===== config.mk =====
export PLATFORM = sky130hd
export DESIGN_NAME = gain_ramp_atten
export DESIGN_NICKNAME = d
export VERILOG_FILES = /design/src/rtl/gain_ramp_pkg.sv /design/src/rtl/gain_ramp_ctrl.sv /design/src/rtl/gain_ramp_dp.sv /design/src/rtl/gain_ramp_atten.sv
export SDC_FILE = /design/constraint.sdc
export NUM_CORES = 1
export LEC_CHECK = 0
export BUFFER_PORTS_ARGS = -buffer_cell sky130_fd_sc_hd__buf_4
export CORE_ASPECT_RATIO = 2
export CORE_MARGIN = 3
export CORE_UTILIZATION = 57
export DETAILED_ROUTE_END_ITERATION = 10
export GPL_ROUTABILITY_DRIVEN = 0
export PLACE_DENSITY = 0.8
export SLEW_MARGIN = 20
export SYNTH_ARGS = -nofsm -noshare
export SYNTH_HDL_FRONTEND = slang
export SYNTH_SLANG_ARGS = --single-unit

===== constraint.sdc =====
create_clock -name clk -period 17.9 [get_ports clk]
set_input_delay 0.895 -clock clk [delete_from_list [all_inputs] [get_ports clk]]
set_output_delay 0.895 -clock clk [all_outputs]
set_load 0.1 [all_outputs]

===== src/rtl/gain_ramp_pkg.sv =====
package gain_ramp_pkg;
  // Strobes from control to datapath, valid for one clock each
  typedef struct packed {
    logic loadFull;  // force code to full scale
    logic stepUp;    // move code up by one (saturating)
    logic stepDown;  // move code down by one (saturating)
  } gainCmd_t;
endpackage


===== src/rtl/gain_ramp_ctrl.sv =====
module gain_ramp_ctrl
  import gain_ramp_pkg::*;
#(
  parameter int RAMP_DIV = 16,
  parameter int SYNC_STAGES = 2
) (
  input  logic     clk,
  input  logic     rstN,
  input  logic     softMode,
  input  logic     muteDir,
  input  logic     stepClk,
  input  logic     sampleStrobe,
  output gainCmd_t cmd
);
  localparam int DIV_W = (RAMP_DIV > 1) ? $clog2(RAMP_DIV) : 1;
  localparam logic [DIV_W-1:0] DIV_LAST = DIV_W'(RAMP_DIV - 1);

  logic [SYNC_STAGES:0] stepSync;
  logic                 modePrev;
  logic [DIV_W-1:0]     divCount;
  logic                 stepRise;
  logic                 modeFlip;
  logic                 rampTick;

  // Synchronizer chain plus one extra stage for edge detection
  always_ff @(posedge clk) begin
    if (!rstN) stepSync <= '0;
    else       stepSync <= {stepSync[SYNC_STAGES-1:0], stepClk};
  end

  assign stepRise = stepSync[SYNC_STAGES-1] & ~stepSync[SYNC_STAGES];
  assign modeFlip = softMode ^ modePrev;
  assign rampTick = softMode & sampleStrobe & (divCount == DIV_LAST);

  always_ff @(posedge clk) begin
    if (!rstN) begin
      modePrev <= 1'b0;
      divCount <= '0;
    end else begin
      modePrev <= softMode;
      if (modeFlip || !softMode) divCount <= '0;
      else if (sampleStrobe)     divCount <= rampTick ? '0 : divCount + 1'b1;
    end
  end

  always_comb begin
    cmd = '0;
    if (modeFlip) begin
      cmd.loadFull = 1'b1;
    end else if (softMode) begin
      cmd.stepDown = rampTick & muteDir;
      cmd.stepUp   = rampTick & ~muteDir;
    end else begin
      cmd.stepDown = stepRise & muteDir;
      cmd.stepUp   = stepRise & ~muteDir;
    end
  end
endmodule


===== src/rtl/gain_ramp_dp.sv =====
module gain_ramp_dp
  import gain_ramp_pkg::*;
#(
  parameter int SAMPLE_W = 16,
  parameter int GAIN_W = 6
) (
  input  logic                clk,
  input  logic                rstN,
  input  gainCmd_t            cmd,
  input  logic                sampleStrobe,
  input  logic [SAMPLE_W-1:0] sampleIn,
  output logic [SAMPLE_W-1:0] sampleOut,
  output logic [GAIN_W-1:0]   gainCode
);
  localparam int PROD_W = SAMPLE_W + GAIN_W + 1;
  localparam logic [GAIN_W-1:0] GAIN_MAX = {GAIN_W{1'b1}};
  localparam logic signed [PROD_W-1:0] DIVISOR = PROD_W'((1 << GAIN_W) - 1);

  logic signed [PROD_W-1:0] product;
  logic signed [PROD_W-1:0] quotient;

  always_ff @(posedge clk) begin
    if (!rstN) begin
      gainCode <= GAIN_MAX;
    end else if (cmd.loadFull) begin
      gainCode <= GAIN_MAX;
    end else if (cmd.stepUp && gainCode != GAIN_MAX) begin
      gainCode <= gainCode + 1'b1;
    end else if (cmd.stepDown && gainCode != '0) begin
      gainCode <= gainCode - 1'b1;
    end
  end

  // Signed sample times unsigned code, then a truncating divide
  assign product  = PROD_W'($signed(sampleIn)) * $signed({{(PROD_W-GAIN_W){1'b0}}, gainCode});
  assign quotient = product / DIVISOR;

  always_ff @(posedge clk) begin
    if (!rstN)             sampleOut <= '0;
    else if (sampleStrobe) sampleOut <= quotient[SAMPLE_W-1:0];
  end
endmodule


===== src/rtl/gain_ramp_atten.sv =====
module gain_ramp_atten
  import gain_ramp_pkg::*;
#(
  parameter int SAMPLE_W = 16,
  parameter int GAIN_W = 6,
  parameter int RAMP_DIV = 16,
  parameter int SYNC_STAGES = 2
) (
  input  logic                clk,
  input  logic                rstN,
  input  logic                softMode,
  input  logic                muteDir,
  input  logic                stepClk,
  input  logic                sampleStrobe,
  input  logic [SAMPLE_W-1:0] sampleIn,
  output logic [SAMPLE_W-1:0] sampleOut
);
  gainCmd_t          cmd;
  logic [GAIN_W-1:0] gainCode;

  gain_ramp_ctrl #(
    .RAMP_DIV(RAMP_DIV),
    .SYNC_STAGES(SYNC_STAGES)
  ) u_ctrl (
    .clk(clk),
    .rstN(rstN),
    .softMode(softMode),
    .muteDir(muteDir),
    .stepClk(stepClk),
    .sampleStrobe(sampleStrobe),
    .cmd(cmd)
  );

  gain_ramp_dp #(
    .SAMPLE_W(SAMPLE_W),
    .GAIN_W(GAIN_W)
  ) u_dp (
    .clk(clk),
    .rstN(rstN),
    .cmd(cmd),
    .sampleStrobe(sampleStrobe),
    .sampleIn(sampleIn),
    .sampleOut(sampleOut),
    .gainCode(gainCode)
  );
endmodule


==> summary.txt <==
STA
  – F_max: 0.05838 GHz
  – Tightest Pin Transition: 1064 ps
  – Worst hold margin: 435.4 ps
  – Fin Setup TNS: 0 ps
  – Final worst-path cycle share: 0.9569
  – Slew Limit Fails: 0
  – Final Skew: 5.046 ps
  – Final Hold Viols: 0
  – Final Setup Violations: 0
  – Final min period: 17130 ps
  – Relative slew slack: 0.2855

Global routing
  – Number of global-route vias before repair: 11640
  – Overflow left after global routing: 0
  – GR Util All Layers: 0.3295
  – First-pass GRT wire length: 54.73 mm
  – Initial antenna violation count: 0
  – Largest net degree at the start of global routing: 23

Floorplanning
  – Row count: 70
  – DIE WIDTH: 102.7 µm
  – Ports: 38
  – Core area: 18310 µm²
  – Starting Density: 0.5821
  – Die area: 20470 µm²
  – Die height: 199.4 µm

Worst setup path
  – Required time worst endpoint: 18050 ps
  – Data arrival, critical path: 17280 ps
  – R2R setup slack: 910 ps
  – CP Class: input pin to register
  – CP Buf/Inv Count: 7
  – Worst Path Max Fanout: 11
  – R2r endpoint: u_dp.sampleOut[10]$_SDFFE_PN0P_
  – R2R depth: 61
  – Setup crit start kind: input pin
  – Origin of the critical flop-to-flop path: u_dp.gainCode[5]$_SDFFE_PP1P_
  – Endpoint class of the critical path: register
  – Crit-path leading delay family: compound AO/OA/AOI/OAI gates
  – Largest stage delay on the critical path: 590 ps
  – Slowest cell on the critical path: or4_4

Clocking
  – CTS clock-pin slew for the worst setup and hold paths: 50 ps
  – TritonCTS Buffers: 5
  – Clk buf depth: 2
  – Clock sink total: 30
  – Clk_lat worst skew: 280 ps
  – CTS tree: yes
  – CTS HTree Levels: 2
  – # hold bufs at CTS: 0
  – Clk root buf: clkbuf_16

Route
  – Vias per inst: 7.018
  – DRT Wirelength: 33.06 mm
  – Residual DRC: 0
  – Via count: 11620
  – Routed Antenna Nets: 0
  – Drt pass-1 iters: 7
  – Initial DRC Count: 736
  – Drt wl/cell: 19.96 µm

Finish
  – Commonest non-fill, non-tap cell in the layout: nand2_1
  – Antenna diodes: 0
  – Register Area: 604.3 µm²
  – Filler Cells Inserted: 1630
  – Footprint of the multi-input gates: 9743 µm²
  – Layout Nets: 1585
  – Layout area overhead: 10.15%
  – Layout Utilization: 0.6411
  – Share of layout cells above drive strength 1: 0.1444
  – Highest-count cells in the layout ignoring fill and taps: 117 x nand2_1, 103 x and2_1, 100 x inv_1, 100 x nor2_1, 77 x buf_4

Synth
  – Number of synthesis warnings: 0
  – Syn nets: 1542
  – EDFF count, synth: 0
  – Primary FF master, synth: dfxtp_1
  – Largest family of logic cells by synthesized area: compound AO/OA/AOI/OAI gates
  – Adder-cell share of the synthesized area: 0.1935
  – Register bit count reported by yosys: 30
  – Post-synthesis compound-gate area fraction: 0.3087
  – Mapped cell area: 10660 µm²
  – Avg Inst Size Synth: 7.633 µm²
  – Mux contribution to synthesized area: 0.02830
  – Simple-Gate Fraction of Synth Area: 0.2863
  – Post-synth cell types: 123
  – Sequential share of the synthesized area: 0.05636
  – XOR/XNOR share of the synthesized area: 0.07398
  – Ys async rst share: 0
  – Mapped Cells: 1396

Place
  – Hpwl dp: 26.67 mm
  – PortBufs: 37

Min path
  – Hold Path End: u_ctrl.stepSync[1]$_SDFF_PN0_
  – Hold Path Class: register to register
  – Hold path start: u_ctrl.stepSync[0]$_SDFF_PN0_
  – Worst hold path depth: 1

Flow run
  – Max Cap Violations: 0

Outcome
  – Status: finished clean
[worst max path at each step]
stage | startpoint | slack, ps | cells after the start | end
floorplan | sampleIn[3] | 1620 | 68 | u_dp.sampleOut[12]$_SDFFE_PN0P_
finish | sampleIn[7] | 770 | 62 | u_dp.sampleOut[10]$_SDFFE_PN0P_
global placement | sampleIn[3] | 490 | 63 | u_dp.sampleOut[10]$_SDFFE_PN0P_
CTS | sampleIn[3] | 290 | 63 | u_dp.sampleOut[10]$_SDFFE_PN0P_
global route | sampleIn[3] | -110 | 66 | u_dp.sampleOut[12]$_SDFFE_PN0P_
detailed placement | sampleIn[3] | 40 | 63 | u_dp.sampleOut[10]$_SDFFE_PN0P_
[metal layers]
layer	wire [µm]	vias up	global-route usage
met2	17290	553	0.5986
met1	11040	5523	0.3186
met4	2908	0	0.2404
li1	-	5300	-
met3	1823	246	0.06359
met5	0	-	0
[Yosys cell counts, types with 25 or more instances]
cell type,instances,area share
xnor2_1,47,0.039
fa_1,68,0.13
nand3_1,45,0.021
a21o_1,25,0.018
xor2_1,28,0.023
nor3_1,37,0.017
nor2_1,105,0.037
clkbuf_1,26,0.0092
ha_1,56,0.066
and2_1,103,0.060
a21oi_1,74,0.035
o21ai_0,53,0.025
dfxtp_1,30,0.056
inv_1,100,0.035
nand2_1,118,0.042
[registers in the layout (all words and copies together) (netlist names)]
name	flops
u_ctrl.divCount	4
u_ctrl.modePrev	1
u_ctrl.stepSync	3
u_dp.gainCode	6
u_dp.sampleOut	16
[cell type report]
type                       count  share of cell area
multi-input combinational   1225              0.8302
sequential                    30             0.05149
timing repair buffer          77             0.04925
inverter                     100             0.03198
tap                          216             0.02303
clock buffer                   5             0.01066
clock inverter                 3            0.003412
[repair_timing]
| action | 4_1_cts | 5_1_grt |
|---|---|---|
| gates resized for setup | 0 | 53 |
| setup buffers | 0 | 4 |
| endpoints found under the setup margin | 0 | 16 |
| endpoints found under the hold margin | 0 | 0 |
[kinds of logic (layout without fill, tap and decap cells)]
family,Yosys count,count (layout)
adder cells (fa/ha/maj),124,124
AND/OR/NAND/NOR,564,564
buffers and inverters,141,185
flip-flops,30,30
AO/OA/AOI/OAI,427,427
XOR/XNOR,82,82
multiplexers,28,28
[through the flow]
step / instance area [µm²] / setup slack (ps) / cells
3_5_place_dp: 11290 / 42.74 / 1644
2_1_floorplan: 10660 / 1618 / 1396
6_report: 11740 / 771.6 / 1656
3_3_place_gp: 11290 / 491.5 / 1644
4_1_cts: 11450 / 291.5 / 1652
5_1_grt: 11740 / -110.7 / 1656
Power is not shown: default switching activity piles up to over one toggle a cycle in this logic, so the estimate is an artifact.
